**src/rtl/sww_pkg.sv**
```systemverilog
// Package: shared types for the three-wire serial word writer.
// Assumes: only the controller decodes the phase encoding.
package sww_pkg;

    // Frame phases of the serial controller
    typedef enum logic [2:0] {
        PH_IDLE = 3'd0,   // waiting for a word, sync and clock high
        PH_HIGH = 3'd1,   // clock high, data bit presented
        PH_LOW  = 3'd2,   // clock low, data held
        PH_TAIL = 3'd3,   // clock high after last bit, sync still low
        PH_GAP  = 3'd4    // sync high, enforced space before next frame
    } phase_e;

endpackage

```
**src/rtl/phase_timer.sv**
```systemverilog
// Module: phase_timer
// Down counter that measures the length of one frame phase in system cycles.
// Assumes: load value N gives done_o high N cycles after the load edge;
// the counter rests at zero until it is loaded again.
module phase_timer #(
    parameter int CNT_W = 4
) (
    input  logic             clk,
    input  logic             rst_n,
    input  logic             load_i,
    input  logic [CNT_W-1:0] load_val_i,
    output logic             done_o
);

    logic [CNT_W-1:0] cnt_q;

    // Load on request, otherwise count down to zero and rest there
    always_ff @(posedge clk) begin
        if (!rst_n) begin
            cnt_q <= '0;
        end else if (load_i) begin
            cnt_q <= load_val_i;
        end else if (cnt_q != '0) begin
            cnt_q <= cnt_q - 1'b1;
        end
    end

    assign done_o = (cnt_q == '0);

    // once expired, the timer stays expired until reloaded
    timer_rest_chk: assert property (@(posedge clk) disable iff (!rst_n)
        (done_o && !load_i) |=> done_o)
        else $error("timer left zero without a load");

endmodule

```
**src/rtl/word_shifter.sv**
```systemverilog
// Module: word_shifter
// Holds the word being sent and presents its current bit, MSB first.
// Assumes: shift_i is only raised while the presented bit is not the last one.
module word_shifter #(
    parameter int WORD_W = 16
) (
    input  logic              clk,
    input  logic              rst_n,
    input  logic              load_i,
    input  logic [WORD_W-1:0] word_i,
    input  logic              shift_i,
    input  logic              clear_i,
    output logic              msb_o,
    output logic              last_o
);

    localparam int BIT_W = (WORD_W > 1) ? $clog2(WORD_W) : 1;
    localparam logic [BIT_W-1:0] LAST_IDX = BIT_W'(WORD_W - 1);

    logic [WORD_W-1:0] sreg_q;
    logic [BIT_W-1:0]  idx_q;

    // Shift register: load a word, move it left one bit, or clear to idle
    always_ff @(posedge clk) begin
        if (!rst_n) begin
            sreg_q <= '0;
        end else if (load_i) begin
            sreg_q <= word_i;
        end else if (shift_i) begin
            sreg_q <= {sreg_q[WORD_W-2:0], 1'b0};
        end else if (clear_i) begin
            sreg_q <= '0;
        end
    end

    // Bit index: counts bits already presented in the current frame
    always_ff @(posedge clk) begin
        if (!rst_n) begin
            idx_q <= '0;
        end else if (load_i) begin
            idx_q <= '0;
        end else if (shift_i) begin
            idx_q <= idx_q + 1'b1;
        end
    end

    assign msb_o  = sreg_q[WORD_W-1];
    assign last_o = (idx_q == LAST_IDX);

    // never shift beyond the final bit of a word
    shift_past_end_chk: assert property (@(posedge clk) disable iff (!rst_n)
        shift_i |-> !last_o)
        else $error("shift requested after last bit");

    // the first bit presented is the top bit of the loaded word
    load_msb_chk: assert property (@(posedge clk) disable iff (!rst_n)
        load_i |=> (msb_o == $past(word_i[WORD_W-1])))
        else $error("loaded word does not present its MSB");

endmodule

```
**src/rtl/sync_word_writer.sv**
```systemverilog
// Module: sync_word_writer (top)
// Write-only three-wire serial master: takes a word by valid/ready and sends
// it MSB first with an idle-high clock, data changing while the clock is high.
// Assumes: HALF_CYC, SETUP_CYC and HOLD_CYC are each at least 1; all outputs
// are driven from flops so the lines change cleanly on system clock edges.
module sync_word_writer #(
    parameter int WORD_W    = 16,
    parameter int HALF_CYC  = 2,
    parameter int SETUP_CYC = 3,
    parameter int HOLD_CYC  = 4
) (
    input  logic              clk,
    input  logic              rst_n,
    input  logic              in_valid,
    input  logic [WORD_W-1:0] in_word,
    output logic              in_ready,
    output logic              busy,
    output logic              sync_n,
    output logic              sclk,
    output logic              sdata
);
    import sww_pkg::*;

    localparam int HI_CYC  = (HALF_CYC > SETUP_CYC) ? HALF_CYC : SETUP_CYC;
    localparam int MAX_CYC = (HI_CYC > HOLD_CYC) ? HI_CYC : HOLD_CYC;
    localparam int CNT_W   = $clog2(MAX_CYC + 1);
    localparam logic [CNT_W-1:0] HI_LOAD   = CNT_W'(HI_CYC - 1);
    localparam logic [CNT_W-1:0] LO_LOAD   = CNT_W'(HALF_CYC - 1);
    localparam logic [CNT_W-1:0] HOLD_LOAD = CNT_W'(HOLD_CYC - 1);

    phase_e           phase_q, phase_d;
    logic             sclk_q, sclk_d;
    logic             sync_q, sync_d;
    logic             tmr_load, tmr_done;
    logic [CNT_W-1:0] tmr_val;
    logic             sh_load, sh_shift, sh_clear, sh_msb, sh_last;
    logic             accept;

    phase_timer #(.CNT_W(CNT_W)) u_timer (
        .clk        (clk),
        .rst_n      (rst_n),
        .load_i     (tmr_load),
        .load_val_i (tmr_val),
        .done_o     (tmr_done)
    );

    word_shifter #(.WORD_W(WORD_W)) u_shift (
        .clk     (clk),
        .rst_n   (rst_n),
        .load_i  (sh_load),
        .word_i  (in_word),
        .shift_i (sh_shift),
        .clear_i (sh_clear),
        .msb_o   (sh_msb),
        .last_o  (sh_last)
    );

    assign in_ready = (phase_q == PH_IDLE);
    assign accept   = in_valid && in_ready;

    // Next-phase, line levels and sub-block controls for each frame phase
    always_comb begin
        phase_d  = phase_q;
        sclk_d   = sclk_q;
        sync_d   = sync_q;
        tmr_load = 1'b0;
        tmr_val  = '0;
        sh_load  = 1'b0;
        sh_shift = 1'b0;
        sh_clear = 1'b0;
        case (phase_q)
            PH_IDLE: begin
                if (accept) begin
                    phase_d  = PH_HIGH;
                    sync_d   = 1'b0;
                    sclk_d   = 1'b1;
                    tmr_load = 1'b1;
                    tmr_val  = HI_LOAD;
                    sh_load  = 1'b1;
                end
            end
            PH_HIGH: begin
                if (tmr_done) begin
                    phase_d  = PH_LOW;
                    sclk_d   = 1'b0;
                    tmr_load = 1'b1;
                    tmr_val  = LO_LOAD;
                end
            end
            PH_LOW: begin
                if (tmr_done) begin
                    sclk_d   = 1'b1;
                    tmr_load = 1'b1;
                    if (sh_last) begin
                        phase_d = PH_TAIL;
                        tmr_val = HOLD_LOAD;
                    end else begin
                        phase_d  = PH_HIGH;
                        tmr_val  = HI_LOAD;
                        sh_shift = 1'b1;
                    end
                end
            end
            PH_TAIL: begin
                if (tmr_done) begin
                    phase_d  = PH_GAP;
                    sync_d   = 1'b1;
                    tmr_load = 1'b1;
                    tmr_val  = LO_LOAD;
                    sh_clear = 1'b1;
                end
            end
            PH_GAP: begin
                if (tmr_done) begin
                    phase_d = PH_IDLE;
                end
            end
            default: begin
                phase_d = PH_IDLE;
                sclk_d  = 1'b1;
                sync_d  = 1'b1;
            end
        endcase
    end

    // Phase and output line registers
    always_ff @(posedge clk) begin
        if (!rst_n) begin
            phase_q <= PH_IDLE;
            sclk_q  <= 1'b1;
            sync_q  <= 1'b1;
        end else begin
            phase_q <= phase_d;
            sclk_q  <= sclk_d;
            sync_q  <= sync_d;
        end
    end

    assign busy   = (phase_q == PH_HIGH) || (phase_q == PH_LOW) || (phase_q == PH_TAIL);
    assign sync_n = sync_q;
    assign sclk   = sclk_q;
    assign sdata  = sh_msb;


    sync_fall_clk_high_chk: assert property (@(posedge clk) disable iff (!rst_n)
        $fell(sync_q) |-> sclk_q)
        else $error("sync fell with clock low");


    sync_rise_clk_high_chk: assert property (@(posedge clk) disable iff (!rst_n)
        $rose(sync_q) |-> sclk_q)
        else $error("sync rose with clock low");


    data_still_low_chk: assert property (@(posedge clk) disable iff (!rst_n)
        !sclk_q |-> $stable(sh_msb))
        else $error("data moved while clock low");


    ready_while_busy_chk: assert property (@(posedge clk) disable iff (!rst_n)
        busy |-> !in_ready)
        else $error("ready raised during a frame");


    accept_starts_frame_chk: assert property (@(posedge clk) disable iff (!rst_n)
        (in_valid && in_ready) |=> (busy && !sync_q))
        else $error("accepted word did not start a frame");

endmodule

```
**config.mk**
```make
export PLATFORM = sky130hd
export DESIGN_NAME = sync_word_writer
export DESIGN_NICKNAME = d
export VERILOG_FILES = /design/src/rtl/sww_pkg.sv /design/src/rtl/phase_timer.sv /design/src/rtl/word_shifter.sv /design/src/rtl/sync_word_writer.sv
export SDC_FILE = /design/constraint.sdc
export NUM_CORES = 1
export LEC_CHECK = 0
export BUFFER_PORTS_ARGS = -buffer_cell sky130_fd_sc_hd__clkbuf_2
export CELL_PAD_IN_SITES_DETAIL_PLACEMENT = 1
export CELL_PAD_IN_SITES_GLOBAL_PLACEMENT = 2
export CORE_MARGIN = 2
export CORE_UTILIZATION = 30
export CTS_CLUSTER_SIZE = 14
export DETAILED_ROUTE_END_ITERATION = 6
export PLACE_DENSITY = 0.78
export SYNTH_ARGS = -nofsm -noshare
export SYNTH_HDL_FRONTEND = slang
export SYNTH_SLANG_ARGS = --single-unit
```
**constraint.sdc**
```tcl
create_clock -name clk -period 1.91 [get_ports clk]
set_input_delay 0.0955 -clock clk [delete_from_list [all_inputs] [get_ports clk]]
set_output_delay 0.0955 -clock clk [all_outputs]
set_load 0.1 [all_outputs]
```
==> impl_results.md <==
* Number of synthesis warnings at 0
* Setup WS pre-CTS at 0.0130 ns
* GPL Wtd Cong at about 0.8
* Netlist cell types at 41
* Via density at between 5 and 6
* Root Buffer Master: clkbuf_8
* Tmin final at 1.81 ns
* Crit Path Max Fanout at 14
* Total Neg Setup Slack at 0 ns
* R2r endpoint: u_shift.sreg_q[13]
* Setup Skew at 0.00410 ns
* Area after DPL at ~1500 µm²
* Hold slack at between 0.03 and 0.04 ns
* Synth area leaders: dfxtp_1 (43%), a221o_1 (6.1%), a222oi_1 (5.3%), nor2_1 (4.0%), and3_1 (3.8%)
* Cells on worst reg2reg path at 8
* Top cells by count, synth: dfxtp_1 (28), nor2_1 (14), a221o_1 (8), and3_1 (8), a222oi_1 (7)
* Post-route insts no fill at 216
* Clk sinks at 28
* Core Area at between 4000 and 5000 µm²
* Synth top area share at between 40% and 50%
* # IOs at 24
* Worst Setup Start Kind: flop
* Endpoints failing hold at 0
* Run status: complete, no violations
* Core occupancy in the finished layout at 37.3%
* DR pass1 iterations at 4
* Worst-path clk slew at approximately 0.1 ns
* Vias in the first global route at around 1200
* CP max stage cell: dfxtp_1
* Placed Cells at 212
* DR WL/cell at approximately 17 µm
* Critical path, cell by cell: or2_2 -> nor2_2 -> buf_2
* PortBufs at 23
* Fillers at 500
* Die extent in x at roughly 70 µm
* CP endpoint kind: primary output
* Worst Path Arrival at approximately 1.7 ns
* Nets at 187
* Main flop type after synthesis: dfxtp_1
* Dpl hpwl at roughly 2.6 mm
* Slew @ Worst Pin at ~0.55 ns
* Cts hold-fix bufs at 0
* Area delta synth->final at 22.3%
* CTS max path bufs at 2
* Worst path max stage delay at about 0.46 ns
* Drt initial violations at ~60
* CTS buffer count at 3
* Final period utilization at between 90% and 100%
* Antenna-violating nets left at 0
* Avg Inst Size Synth at 9.42 µm²
* Static Leak at 0.662 nW
* Residual DRC count at 0
* Peak supply drop at between 0.0004 and 0.0005 V
* Synthesized flop and latch total at 28
* Worst R2R Setup Slack at about 0.12 ns
* FMAX at about 0.55 GHz
* Most numerous cell in the Yosys netlist: dfxtp_1
* Power consumption at between 2 and 2.5 mW
* Final WS setup at 0.101 ns
* Fin. max-slew vios at 0
* Rows at 24
* First-pass GRT wire length at ~6.1 mm
* Synth area leader: dfxtp_1
* Crit path max-delay family: simple AND/OR/NAND/NOR gates
* Worst skew pair latency at about 0.28 ns
* Total of max-cap violations at 0
* Buffer count from post-CTS setup fixing at 0
* Number of synthesized flops with an enable pin at 0
* CTS tree: built
* DIE AREA at 4910 µm²
* FF-to-FF Start: u_timer.cnt_q[0]
* Final setup viols at 0
* Worst relative slew slack at ~64%
* Hold Startpoint: in_word[10]
* Critical path buffers and inverters at 1
* Initial antenna violation count at 0
* H-tree Lvls at 1
* Final non-filler cell area at 1600 µm²
* Initial core utilization at about 30%
* Syn Std Cell Area at 1310 µm²
* Net Count, Synth at between 150 and 200
* Largest net degree at the start of global routing at 17
* Cells after Synth at about 140
* WP data required at about 1.8 ns
* Sequential share of the synthesized area at roughly 43%
* RSZ-0062 raised after global routing: no
* GRT Total Usage at about 16%
* Async set-or-reset flop fraction in the synthesized netlist at 0%
* Hold path cells at 2
* Share of post-route cells with drive strength above 1 at around 28%
* Die Ht at around 70 µm
* Crit path kind: reg -> out
* Final WL at 3.66 mm
* Total congestion overflow at 0
* Hold Crit Class: in -> reg
* PD cells at about 1400 nW/µm²
* Hold Path Sink: u_shift.sreg_q[10]
* Via count of the routed design at about 1200
* Antenna diode count at 0
## how the worst max path moves through the flow
stage / from / endpoint / slack, ns / depth (start not counted)
final: phase_q[0] / in_ready / 0.10 / 3
after global routing: u_timer.cnt_q[0] / phase_q[0] / 0.008 / 7
after global placement: u_timer.cnt_q[0] / u_shift.sreg_q[14] / 0.16 / 7
after CTS: phase_q[0] / in_ready / 0.06 / 3
after detailed placement: u_timer.cnt_q[0] / u_shift.sreg_q[13] / 0.01 / 7
after floorplan: u_timer.cnt_q[0] / u_shift.sreg_q[15] / 0.0009 / 9
## placed cells by master, fill, tap and decap left out, drive strengths merged, types with 2 or more instances in the layout
cell     n
nor3     4
nor4b    2
clkbuf  24
a21oi    5
and3     8
buf     10
a222oi   7
o22ai    2
nor2    14
nand2    2
dfxtp   28
inv      6
nor2b    3
a221o    8
o21ai    4
or2      3
ha       3
xnor2    2
nand2b   3
and2     2
mux2i    3
nand3    3
## state kept, by name, indices dropped and copies added, names as in the netlist
name            cells
phase_q             3
sync_n              1
u_timer.cnt_q       3
u_shift.idx_q       4
sclk                1
u_shift.sreg_q     16
## what timing repair did
action	CTS	global route
gates resized for setup	1	3
cloned	0	0
endpoints found under the setup margin	4	10
## metal layers
layer	global-route usage (%)	up-vias	wire length (µm)
li1	-	582	-
met1	20.5	598	1730
met5	0	-	0
met3	2.60	5	72
met2	26.3	13	1800
met4	6.41	0	59
## where the power goes
| part | internal (mW) | total, mW | switching [mW] |
|---|---|---|---|
| clock | 0.281 | 0.474 | 0.193 |
| combinational | 0.361 | 0.986 | 0.625 |
| sequential | 0.684 | 0.760 | 0.0761 |
| total | 1.33 | 2.22 | 0.894 |
## cells by family (layout without fill, tap and decap cells)
logic type               count (synthesis)  in the layout  synth area share, %
AO/OA/AOI/OAI                           38             38                 24.3
adder cells (fa/ha/maj)                  3              3                 2.87
flip-flops                              28             28                 42.8
XOR/XNOR                                 2              2                 1.34
AND/OR/NAND/NOR                         49             49                 21.4
multiplexers                             3              3                 2.29
buffers and inverters                   16             41                 5.06
## cell type report
class	instances	area, µm²	share of cell area, %
Clock buffer	3	41.3	2.58
Clock inverter	1	30.0	1.87
Inverter	6	22.5	1.41
Multi-Input combinational cell	95	692	43.2
Sequential cell	28	561	35.0
Tap cell	52	65.1	4.06
Timing Repair Buffer	31	190	11.9
(Power assumes the default switching activity.)
